File: src/rtl/tmr_quad_pkg.sv
package tmr_quad_pkg;
  localparam int DATA_W   = 32;
  localparam int ADDR_W   = 8;
  localparam int NUM_CH   = 3;

  localparam logic [ADDR_W-1:0] CH_BASE [NUM_CH] = '{8'h00, 8'h20, 8'h80};

  localparam logic [ADDR_W-1:0] OFF_START = 8'h0;
  localparam logic [ADDR_W-1:0] OFF_COUNT = 8'h4;
  localparam logic [ADDR_W-1:0] OFF_CTRL  = 8'h8;
  localparam logic [ADDR_W-1:0] OFF_ACK   = 8'hC;

  localparam logic [ADDR_W-1:0] WIDE_LO_ADDR = 8'h60;
  localparam logic [ADDR_W-1:0] WIDE_HI_ADDR = 8'h64;

  localparam int BIT_RUN    = 7;
  localparam int BIT_PERIOD = 6;
  localparam int BIT_FAST   = 3;
  localparam int BIT_WIDE_EN = 8;

  typedef struct packed {
    logic run;
    logic periodic;
    logic fast;
  } ch_ctrl_t;
endpackage

File: src/rtl/tmr_rst_sync.sv
module tmr_rst_sync (
  input  logic clk,
  input  logic rst_n,
  output logic rst_n_sync
);
  logic stage_q;
  logic out_q;

  always_ff @(posedge clk or negedge rst_n) begin
    if (!rst_n) begin
      stage_q <= 1'b0;
      out_q   <= 1'b0;
    end else begin
      stage_q <= 1'b1;
      out_q   <= stage_q;
    end
  end

  assign rst_n_sync = out_q;
endmodule

File: src/rtl/tmr_down_channel.sv
module tmr_down_channel
  import tmr_quad_pkg::*;
#(
  parameter int CW = 16,
  parameter int DW = 32
) (
  input  logic          clk,
  input  logic          rst_n,
  input  logic          tick_slow,
  input  logic          tick_fast,
  input  logic          start_we,
  input  logic          ctrl_we,
  input  logic          ack_we,
  input  logic [CW-1:0] start_val,
  input  ch_ctrl_t      ctrl_val,
  output logic [DW-1:0] start_rd,
  output logic [DW-1:0] count_rd,
  output ch_ctrl_t      ctrl_rd,
  output logic          irq_o
);
  logic [CW-1:0] start_q, start_d;
  logic [CW-1:0] cnt_q, cnt_d;
  ch_ctrl_t      ctrl_q, ctrl_d;
  logic          irq_q, irq_d;
  logic          tick_sel;
  logic          step;
  logic          at_zero;
  logic          uflow;

  always_comb begin
    tick_sel = ctrl_q.fast ? tick_fast : tick_slow;
    step     = ctrl_q.run && tick_sel;
    at_zero  = (cnt_q == '0);
    uflow    = step && at_zero && !start_we;

    start_d = start_q;
    cnt_d   = cnt_q;
    ctrl_d  = ctrl_q;
    irq_d   = irq_q;

    if (ctrl_we) ctrl_d = ctrl_val;

    if (start_we) begin
      start_d = start_val;
      cnt_d   = start_val;
    end else if (step) begin
      if (at_zero) cnt_d = ctrl_q.periodic ? start_q : '1;
      else         cnt_d = cnt_q - 1'b1;
    end

    if (ack_we) irq_d = 1'b0;
    if (uflow)  irq_d = 1'b1;
  end

  always_ff @(posedge clk or negedge rst_n) begin
    if (!rst_n) begin
      start_q <= '0;
      cnt_q   <= '0;
      ctrl_q  <= '0;
      irq_q   <= 1'b0;
    end else begin
      if (start_we)          start_q <= start_d;
      if (start_we || step)  cnt_q   <= cnt_d;
      if (ctrl_we)           ctrl_q  <= ctrl_d;
      if (ack_we || uflow)   irq_q   <= irq_d;
    end
  end

  assign start_rd = DW'(start_q);
  assign count_rd = DW'(cnt_q);
  assign ctrl_rd  = ctrl_q;
  assign irq_o    = irq_q;

  p_load_now_r2: assert property (@(posedge clk) disable iff (!rst_n)
    start_we |=> cnt_q == $past(start_val));
  p_hold_idle_r3: assert property (@(posedge clk) disable iff (!rst_n)
    (!ctrl_q.run && !start_we) |=> $stable(cnt_q));
  p_reload_r5: assert property (@(posedge clk) disable iff (!rst_n)
    (ctrl_q.run && tick_sel && cnt_q == '0 && ctrl_q.periodic && !start_we)
      |=> (cnt_q == $past(start_q)) && irq_q);
  p_wrap_r6: assert property (@(posedge clk) disable iff (!rst_n)
    (ctrl_q.run && tick_sel && cnt_q == '0 && !ctrl_q.periodic && !start_we)
      |=> (&cnt_q) && irq_q);
  p_irq_sticky_r7: assert property (@(posedge clk) disable iff (!rst_n)
    (irq_q && !ack_we) |=> irq_q);
endmodule

File: src/rtl/tmr_wide_counter.sv
module tmr_wide_counter #(
  parameter int FW = 40
) (
  input  logic          clk,
  input  logic          rst_n,
  input  logic          tick,
  input  logic          en_we,
  input  logic          en_val,
  output logic [FW-1:0] count_o,
  output logic          en_o
);
  logic [FW-1:0] cnt_q, cnt_d;
  logic          en_q, en_d;
  logic          adv;

  always_comb begin
    adv   = en_q && tick;
    cnt_d = cnt_q + 1'b1;
    en_d  = en_val;
  end

  always_ff @(posedge clk or negedge rst_n) begin
    if (!rst_n) begin
      cnt_q <= '0;
      en_q  <= 1'b0;
    end else begin
      if (adv)   cnt_q <= cnt_d;
      if (en_we) en_q  <= en_d;
    end
  end

  assign count_o = cnt_q;
  assign en_o    = en_q;

  p_advance_r9: assert property (@(posedge clk) disable iff (!rst_n)
    (en_q && tick) |=> count_o == $past(count_o) + 1'b1);
  p_hold_off_r9: assert property (@(posedge clk) disable iff (!rst_n)
    (!en_q) |=> $stable(count_o));
endmodule

File: src/rtl/tmr_quad_unit.sv
module tmr_quad_unit
  import tmr_quad_pkg::*;
#(
  parameter int NARROW_W = 16,
  parameter int WIDE_CH_W = 32,
  parameter int WIDE_IDX = 2,
  parameter int FREE_W   = 40
) (
  input  logic        clk,
  input  logic        rst_n,
  input  logic        tick_slow,
  input  logic        tick_fast,
  input  logic        tick_wide,
  input  logic        reg_we,
  input  logic [7:0]  reg_addr,
  input  logic [31:0] reg_wdata,
  output logic [31:0] reg_rdata,
  output logic [2:0]  irq
);
  localparam int HI_W = FREE_W - DATA_W;

  logic              rst_n_int;
  logic [DATA_W-1:0] start_rd [NUM_CH];
  logic [DATA_W-1:0] count_rd [NUM_CH];
  ch_ctrl_t          ctrl_rd  [NUM_CH];
  logic [FREE_W-1:0] wide_cnt;
  logic              wide_en;
  logic              wide_we;
  ch_ctrl_t          ctrl_wval;

  tmr_rst_sync u_rst (
    .clk        (clk),
    .rst_n      (rst_n),
    .rst_n_sync (rst_n_int)
  );

  assign ctrl_wval = '{run:      reg_wdata[BIT_RUN],
                       periodic: reg_wdata[BIT_PERIOD],
                       fast:     reg_wdata[BIT_FAST]};

  for (genvar g = 0; g < NUM_CH; g++) begin : g_ch
    localparam int CW = (g == WIDE_IDX) ? WIDE_CH_W : NARROW_W;
    logic sel_start, sel_ctrl, sel_ack;

    assign sel_start = reg_we && (reg_addr == CH_BASE[g] + OFF_START);
    assign sel_ctrl  = reg_we && (reg_addr == CH_BASE[g] + OFF_CTRL);
    assign sel_ack   = reg_we && (reg_addr == CH_BASE[g] + OFF_ACK);

    tmr_down_channel #(.CW(CW), .DW(DATA_W)) u_ch (
      .clk       (clk),
      .rst_n     (rst_n_int),
      .tick_slow (tick_slow),
      .tick_fast (tick_fast),
      .start_we  (sel_start),
      .ctrl_we   (sel_ctrl),
      .ack_we    (sel_ack),
      .start_val (reg_wdata[CW-1:0]),
      .ctrl_val  (ctrl_wval),
      .start_rd  (start_rd[g]),
      .count_rd  (count_rd[g]),
      .ctrl_rd   (ctrl_rd[g]),
      .irq_o     (irq[g])
    );
  end

  assign wide_we = reg_we && (reg_addr == WIDE_HI_ADDR);

  tmr_wide_counter #(.FW(FREE_W)) u_wide (
    .clk     (clk),
    .rst_n   (rst_n_int),
    .tick    (tick_wide),
    .en_we   (wide_we),
    .en_val  (reg_wdata[BIT_WIDE_EN]),
    .count_o (wide_cnt),
    .en_o    (wide_en)
  );

  always_comb begin
    reg_rdata = '0;
    for (int i = 0; i < NUM_CH; i++) begin
      if (reg_addr == CH_BASE[i] + OFF_START) reg_rdata = start_rd[i];
      if (reg_addr == CH_BASE[i] + OFF_COUNT) reg_rdata = count_rd[i];
      if (reg_addr == CH_BASE[i] + OFF_CTRL) begin
        reg_rdata[BIT_RUN]    = ctrl_rd[i].run;
        reg_rdata[BIT_PERIOD] = ctrl_rd[i].periodic;
        reg_rdata[BIT_FAST]   = ctrl_rd[i].fast;
      end
    end
    if (reg_addr == WIDE_LO_ADDR) reg_rdata = wide_cnt[DATA_W-1:0];
    if (reg_addr == WIDE_HI_ADDR) begin
      reg_rdata[HI_W-1:0]   = wide_cnt[FREE_W-1:DATA_W];
      reg_rdata[BIT_WIDE_EN] = wide_en;
    end
  end

  p_ack_drops_r7: assert property (@(posedge clk) disable iff (!rst_n_int)
    (reg_we && reg_addr == CH_BASE[0] + OFF_ACK && !tick_slow && !tick_fast)
      |=> !irq[0]);
  p_wide_no_irq_r9: assert property (@(posedge clk) disable iff (!rst_n_int)
    (tick_wide && !tick_slow && !tick_fast) |=> ($stable(irq) || $fell(irq[0]) ||
      $fell(irq[1]) || $fell(irq[2])));
endmodule

File: config.mk
export PLATFORM = sky130hd
export DESIGN_NAME = tmr_quad_unit
export DESIGN_NICKNAME = d
export VERILOG_FILES = /design/src/rtl/tmr_quad_pkg.sv /design/src/rtl/tmr_rst_sync.sv /design/src/rtl/tmr_down_channel.sv /design/src/rtl/tmr_wide_counter.sv /design/src/rtl/tmr_quad_unit.sv
export SDC_FILE = /design/constraint.sdc
export NUM_CORES = 1
export LEC_CHECK = 0
export BUFFER_PORTS_ARGS = -buffer_cell sky130_fd_sc_hd__buf_4
export CORE_MARGIN = 4
export CORE_UTILIZATION = 40
export CTS_CLUSTER_DIAMETER = 100
export DETAILED_ROUTE_END_ITERATION = 12
export GPL_TIMING_DRIVEN = 0
export PLACE_DENSITY = 0.71
export SLEW_MARGIN = 10
export SYNTH_ARGS = -nofsm -noshare
export SYNTH_HDL_FRONTEND = slang
export SYNTH_HIERARCHICAL = 1
export SYNTH_SLANG_ARGS = --single-unit
File: constraint.sdc
create_clock -name clk -period 4.99 [get_ports clk]
set_input_delay 0.499 -clock clk [delete_from_list [all_inputs] [get_ports clk]]
set_output_delay 0.499 -clock clk [all_outputs]
set_load 0.03 [all_outputs]
==> flow_summary_export.csv, run 1 <==
group,metric,value,unit
clocking,htree_levels,4,
finish,antenna_cells,0,
logic_synthesis,synth_top_area_frac,0.358,
clocking,cts_inserted_buffers,17,
sta,fin_crit_sh,0.781,
finish,fin_nets,1628,
setup_path,crit_arrival,3.40,ns
status,run_status,"complete, no violations",
sta,fin_worst_skew,0.0136,ns
logic_synthesis,yosys_most_used_dff,"dfrtp_1",
placement,port_buffers,78,
setup_path,endpoint_kind,"output port",
worst_hold_path,holdPathStages,3,
sta,fmax,256,MHz
setup_path,worst-r2r-cell-count,6,
global_route,overflow,0,
clocking,cts.path.max_buffers,2,
route,avgRoutedWirePerCell,23.2,µm
route,num_vias,12400,
die,num_rows,65,
sta,setup-tns-final,0,ns
sta,hold_viol,0,
die,die_h,187,µm
sta,drv_slew,0,
global_route,grtUsageTotal,0.253,
clocking,clock_sinks,183,
sta,worstMarginPinSlew,1.15,ns
die,die_w,187,µm
route,wl,46200,µm
clocking,clk_latency,0.44,ns
die,start_util,0.406,
worst_hold_path,hp-class,"input pin to flop",
setup_path,worstSetupPathType,"input pin to output port",
finish,drive_gt1_frac,0.196,
route,avgViaCountPerCell,6.25,
global_route,grt_pass1_wl,69800,µm
logic_synthesis,synth_area_leaders,"dfrtp_1 (36%), mux2_2 (5.9%), a22oi_1 (4.1%), buf_4 (3.8%), xnor2_1 (3.2%)",
logic_synthesis,ys_warn_count,6,
sta,slew-limit-headroom,0.225,
logic_synthesis,yosysUniqueCellTypes,92,
global_route,grt_max_degree,61,
logic_synthesis,synth_seq_cells,183,
placement,post-dp-hpwl,34800,µm
pwr,power.leakage,6.33,nW
route,ant_nets,0,
logic_synthesis,synth_top_area_cell,"dfrtp_1",
setup_path,cp-start-kind,"input pin",
route,first_iter_violations,1629,
sta,setup_viol,0,
finish,most-common-layout-cells,"dfrtp_1 (182), buf_4 (143), nand2_1 (86)",
route,remaining_drc_errors,0,
logic_synthesis,synth-edff-count,0,
die,dieArea,0.0349,mm²
logic_synthesis,synthCells,1412,
die,core_area,0.0316,mm²
die,io_pins,81,
sta,rsz0062_at_grt,"no",
logic_synthesis,synth-seq-area-share,0.358,
clocking,path_clk_slew,0.07,ns
route,drtPass1Iterations,7,
logic_synthesis,async_reset_ff_frac,1.00,
flow_run,drv_cap,0,
placement,gp_congestion,0.990,
clocking,cts_tree,"done",
global_route,antenna_found_initial,0,
worst_hold_path,hold_start,"reg_wdata[17]",
setup_path,worstPathRequired,4.49,ns
sta,fin_crit,3.90,ns
global_route,grt_pass1_vias,11700,
setup_path,r2r_start,"g_ch[2].u_ch/ctrl_rd[0]",
pwr,peakVddDrop,0.247,mV
worst_hold_path,hold_end,"g_ch[2].u_ch/start_rd[17]",
setup_path,path_max_fanout,10,
finish,area_growth,15.6,%
clocking,cts_root_buffer,"clkbuf_16",
logic_synthesis,syn_area,0.0128,mm²
setup_path,reg2reg_setup_slack,2.27,ns
logic_synthesis,syn_area_per_cell,9.07,µm²
finish,fin_util,0.469,
finish,final_common_cell,"dfrtp_1",
pwr,powerDensity,345,mW/mm²
setup_path,timing.rr.end,"g_ch[2].u_ch/count_rd[9]",
## sequential cells by signal (all words and copies together) (netlist names), 3 cells and up
name and cells:
g_ch.u_ch/ctrl_rd 9, g_ch.u_ch/count_rd 32, g_ch.u_ch/start_rd 32, g_ch.u_ch/cnt_q 32
g_ch.u_ch/start_q 32, u_wide/count_o 40, g_ch.u_ch/irq_o 3
## cell usage after synthesis, drive strengths merged (7+ instances only)
| master | n |
|---|---|
| or3 | 15 |
| o211ai | 8 |
| nor4b | 9 |
| and2 | 9 |
| mux2i | 37 |
| a31oi | 11 |
| mux2 | 67 |
| and3 | 23 |
| nor2 | 81 |
| nor2b | 13 |
| or4 | 8 |
| buf | 96 |
| dfrtp | 183 |
| o22ai | 44 |
| o22a | 18 |
| ha | 7 |
| nor3 | 65 |
| nand2b | 17 |
| nand4 | 38 |
| xor2 | 15 |
| nor4 | 32 |
| clkbuf | 64 |
| nor3b | 15 |
| inv | 44 |
| nand3 | 27 |
| a221oi | 8 |
| a21oi | 39 |
| o21ai | 76 |
| o31ai | 47 |
| nand2 | 87 |
| xnor2 | 47 |
| a22oi | 70 |
## routing by layer
| metal | vias to the layer above | GRT usage | part of all wire |
|---|---|---|---|
| li1 | 5524 | - | - |
| met1 | 6070 | 0.351 | 0.41 |
| met2 | 714 | 0.395 | 0.45 |
| met3 | 133 | 0.0476 | 0.097 |
| met4 | 0 | 0.0950 | 0.044 |
| met5 | - | 0.00137 | 0 |
## timing repair
item	4_1_cts	5_1_grt
buffers inserted	0	0
gates resized for setup	0	0
hold buffers	1	0
endpoints found under the hold margin	2	0
## area by class of cell
cell class              instances  area [µm²]
clock inverters                15         158
multi-input cells            1086        7370
well taps                     402         503
flip-flops and latches        183        4580
plain buffers                 160         921
inverters                      45         169
repair buffers                 82         671
fillers                      3082       16800
clock buffers                  17         425
## kinds of logic after synthesis
family / count (synthesis) / share of synthesized area
AND/OR/NAND/NOR: 461 / 0.210
AO/OA/AOI/OAI: 387 / 0.209
buffers and inverters: 205 / 0.0851
flip-flops: 183 / 0.358
multiplexers: 104 / 0.0879
XOR/XNOR: 62 / 0.0424
adder cells (fa/ha/maj): 7 / 0.00684
other: 3 / 0.000880
## critical path, cell delays in order
cell	delay, ns
buf_4	0.14
clkbuf_1	0.23
nor4b_2	0.91
nand2_1	0.32
o21ai_0	0.64
o211ai_1	0.23
and3_1	0.24
buf_4	0.17
## stage by stage
stage / power, mW / setup WS [ns] / hold WS (ns) / std cells / area [µm²]
6_report: 5.10 / 1.09 / 0.290 / 1990 / 14800
5_1_grt: 5.35 / 1.10 / 0.281 / 1990 / 14800
4_1_cts: 5.07 / 1.28 / 0.279 / 1990 / 14800
3_5_place_dp: 3.69 / 1.04 / 0.285 / 1957 / 14200
3_3_place_gp: 3.63 / 0.788 / 0.281 / 1954 / 14100
2_1_floorplan: 3.18 / 1.97 / 0.203 / 1474 / 13000
## worst max-delay path by stage
| stage | from | end | slack (ns) | depth (start not counted) |
|---|---|---|---|---|
| global route | reg_addr[4] | reg_rdata[0] | 1.10 | 8 |
| finish | reg_addr[4] | reg_rdata[1] | 1.09 | 8 |
| global placement | u_rst/rst_n_sync | g_ch[2].u_ch/count_rd[18] | 0.79 | 0 |
| CTS | reg_addr[2] | reg_rdata[7] | 1.28 | 8 |
| detailed placement | reg_addr[1] | g_ch[2].u_ch/count_rd[9] | 1.04 | 9 |
| floorplan | u_rst/rst_n_sync | g_ch[0].u_ch/cnt_q[0] | 1.97 | 0 |
## power breakdown
part | total, mW | internal, mW | leakage [nW] | switching [mW]
clock network | 1.37 | 0.710 | 0.280 | 0.664
registers | 2.01 | 1.68 | 2.39 | 0.338
logic | 1.72 | 0.704 | 3.66 | 1.01
(Power assumes the default switching activity.)
==> run 2, diff against run 1 <==
PLACE_DENSITY = 0.68   (was 0.71)
clock period = 3.8 ns   (was 4.99 ns; I/O delays follow)
==> flow_summary_export.csv, run 2 (same netlist as run 1, synthesis figures left out) <==
group,metric,value,unit
setup_path,slowest_delay,0.80,ns
die,die_h,187,µm
setup_path,slowest_stage,"clkbuf_1",
placement,placedInstanceArea,0.0142,mm²
global_route,antenna_found_initial,0,
finish,antenna_cells,0,
pwr,internal-power,4.01,mW
sta,fin_crit,3.91,ns
setup_path,endpoint_kind,"flop",
pwr,power.leakage,6.34,nW
route,first_iter_violations,1600,
global_route,grt_max_degree,56,
sta,setup-tns-final,-0.770,ns
setup_path,crit_arrival,4.26,ns
setup_path,worstSetupPathType,"input pin to flop",
finish,fill_cells,3079,
setup_path,cp.buffers_inverters,5,
global_route,grt_pass1_wl,71700,µm
die,dieArea,0.0349,mm²
setup_path,worstPathRequired,4.15,ns
setup_path,path_cells,"buf_4 > nor4_1 > clkbuf_1 > and3_1 > clkbuf_1 > clkbuf_1 > clkbuf_1 > a22oi_1 > o31ai_1",
sta,setup_viol,10,
global_route,grt_pass1_vias,11700,
placement,gp_congestion,0.972,
sta,hold_viol,0,
pwr,pwr-share-seq,0.396,
global_route,overflow,0,
route,num_vias,12300,
clocking,clk_latency,0.45,ns
setup_path,crit_top_cell,"clkbuf_1",
finish,most-common-layout-cells,"dfrtp_1 (182), buf_4 (143), nand2_1 (86)",
pwr,combPwrFrac,0.336,
clocking,clock_sinks,183,
route,remaining_drc_errors,0,
route,ant_nets,0,
status,failed_checks,"negative setup slack",
clocking,cts_inserted_buffers,17,
pwr,p_clk_frac,0.268,
sta,fmax,256,MHz
placement,post-dp-hpwl,35800,µm
clocking,cts.path.max_buffers,2,
global_route,grtUsageTotal,0.263,
setup_path,path_delay_family,"buffers and inverters",
flow_run,drv_cap,0,
die,start_util,0.406,
pwr,p_sw,2.70,mW
die,io_pins,81,
finish,fin_nets,1629,
clocking,postCtsHoldBufs,1,
status,run_status,"finished, violations left",
clocking,cts-resized-gates,0,
clocking,postCtsSetupRepairBufs,0,
finish,largest_reg_flops,40,
sta,fin_hold_ws,0.174,ns
sta,drv_slew,0,
finish,area_growth,15.7,%
die,num_rows,65,
route,wl,47100,µm
pwr,finalPower,6.71,mW
setup_path,path_max_fanout,10,
die,die_w,187,µm
sta,slew-limit-headroom,0.202,
route,avgViaCountPerCell,6.16,
die,core_area,0.0316,mm²
clocking,cts_root_buffer,"clkbuf_16",
finish,final_common_cell,"dfrtp_1",
pwr,peakVddDrop,0.299,mV
route,avgRoutedWirePerCell,23.6,µm
pwr,powerDensity,453,mW/mm²
placement,port_buffers,78,
finish,final_area,0.0148,mm²
clocking,path_clk_slew,0.08,ns
clocking,cts_tree,"done",
pwr,sw_frac_of_total,0.403,
setup_path,cp-start-kind,"input pin",
finish,drive_gt1_frac,0.196,
sta,fin_crit_sh,1.03,
route,drtPass1Iterations,6,
sta,rsz0062_at_grt,"no",
clocking,htree_levels,4,
sta,fin_worst_skew,0.0127,ns
sta,setup_ws,-0.108,ns
worst_hold_path,hp-class,"input pin to flop",
sta,worstMarginPinSlew,1.19,ns
## run 2: cell count changes in the layout (fill, tap and decap cells not counted), sizes merged
cell	before	now
buf	177	178
bufinv	1	0
clkinv	4	6
clkinvlp	3	1
inv	52	53
## run 2: final cells by class
class,count,area [µm²],share of cell area
Buffer,160,921,0.0622
Tap cell,402,503,0.0340
Timing Repair Buffer,83,682,0.0460
Sequential cell,183,4580,0.309
Clock inverter,15,156,0.0106
Multi-Input combinational cell,1086,7370,0.498
Clock buffer,17,425,0.0287
Inverter,45,169,0.0114
## run 2: worst reg2reg max path, delay by kind of cell, from the launching register on
kind	cells	cell delay, ns
DFF	1	0.42
buffers and inverters	3	0.70
and+or+nand+nor	4	1.27
AOI/OAI and AO/OA	1	0.09
## run 2: routing by layer
metal  GRT usage  vias to the layer above  share of wire
li1            -                     5513              -
met3      0.0551                      104          0.081
met4       0.105                        0          0.044
met1       0.362                     6046           0.43
met5           0                        -              0
met2       0.406                      598           0.44
## run 2: worst paths after layout
path	from	endpoint	slack, ns	depth (start not counted)
worst max-delay path	reg_addr[1]	g_ch[2].u_ch/count_rd[7]	-0.11	9
worst min-delay path	reg_wdata[19]	g_ch[2].u_ch/start_rd[19]	0.17	2
worst max register to register	g_ch[2].u_ch/count_rd[12]	g_ch[2].u_ch/count_rd[29]	1.17	8
worst min register to register	u_rst/rst_n_sync	g_ch[1].u_ch/start_q[4]	0.32	0
max in group asynchronous	u_rst/rst_n_sync	g_ch[2].u_ch/count_rd[24]	2.51	2
min in group asynchronous	rst_n	u_rst/rst_n_sync	0.24	2
## run 2: power groups by stage
stage	sequential [mW]	clock, mW	combinational, mW
floorplan	2.54	0	1.64
global placement	2.71	0	2.11
detailed placement	2.69	0	2.19
CTS	2.65	1.84	2.20
global route	2.70	1.91	2.47
finish	2.65	1.80	2.26
## run 2: per-stage QoR
step                std cells  setup slack, ns   util
global placement         1954           -0.471  0.448
global route             1991           0.0361  0.469
detailed placement       1958           -0.228  0.451
CTS                      1991            0.180  0.469
floorplan                1474            0.780      -
finish                   1991           -0.108  0.469
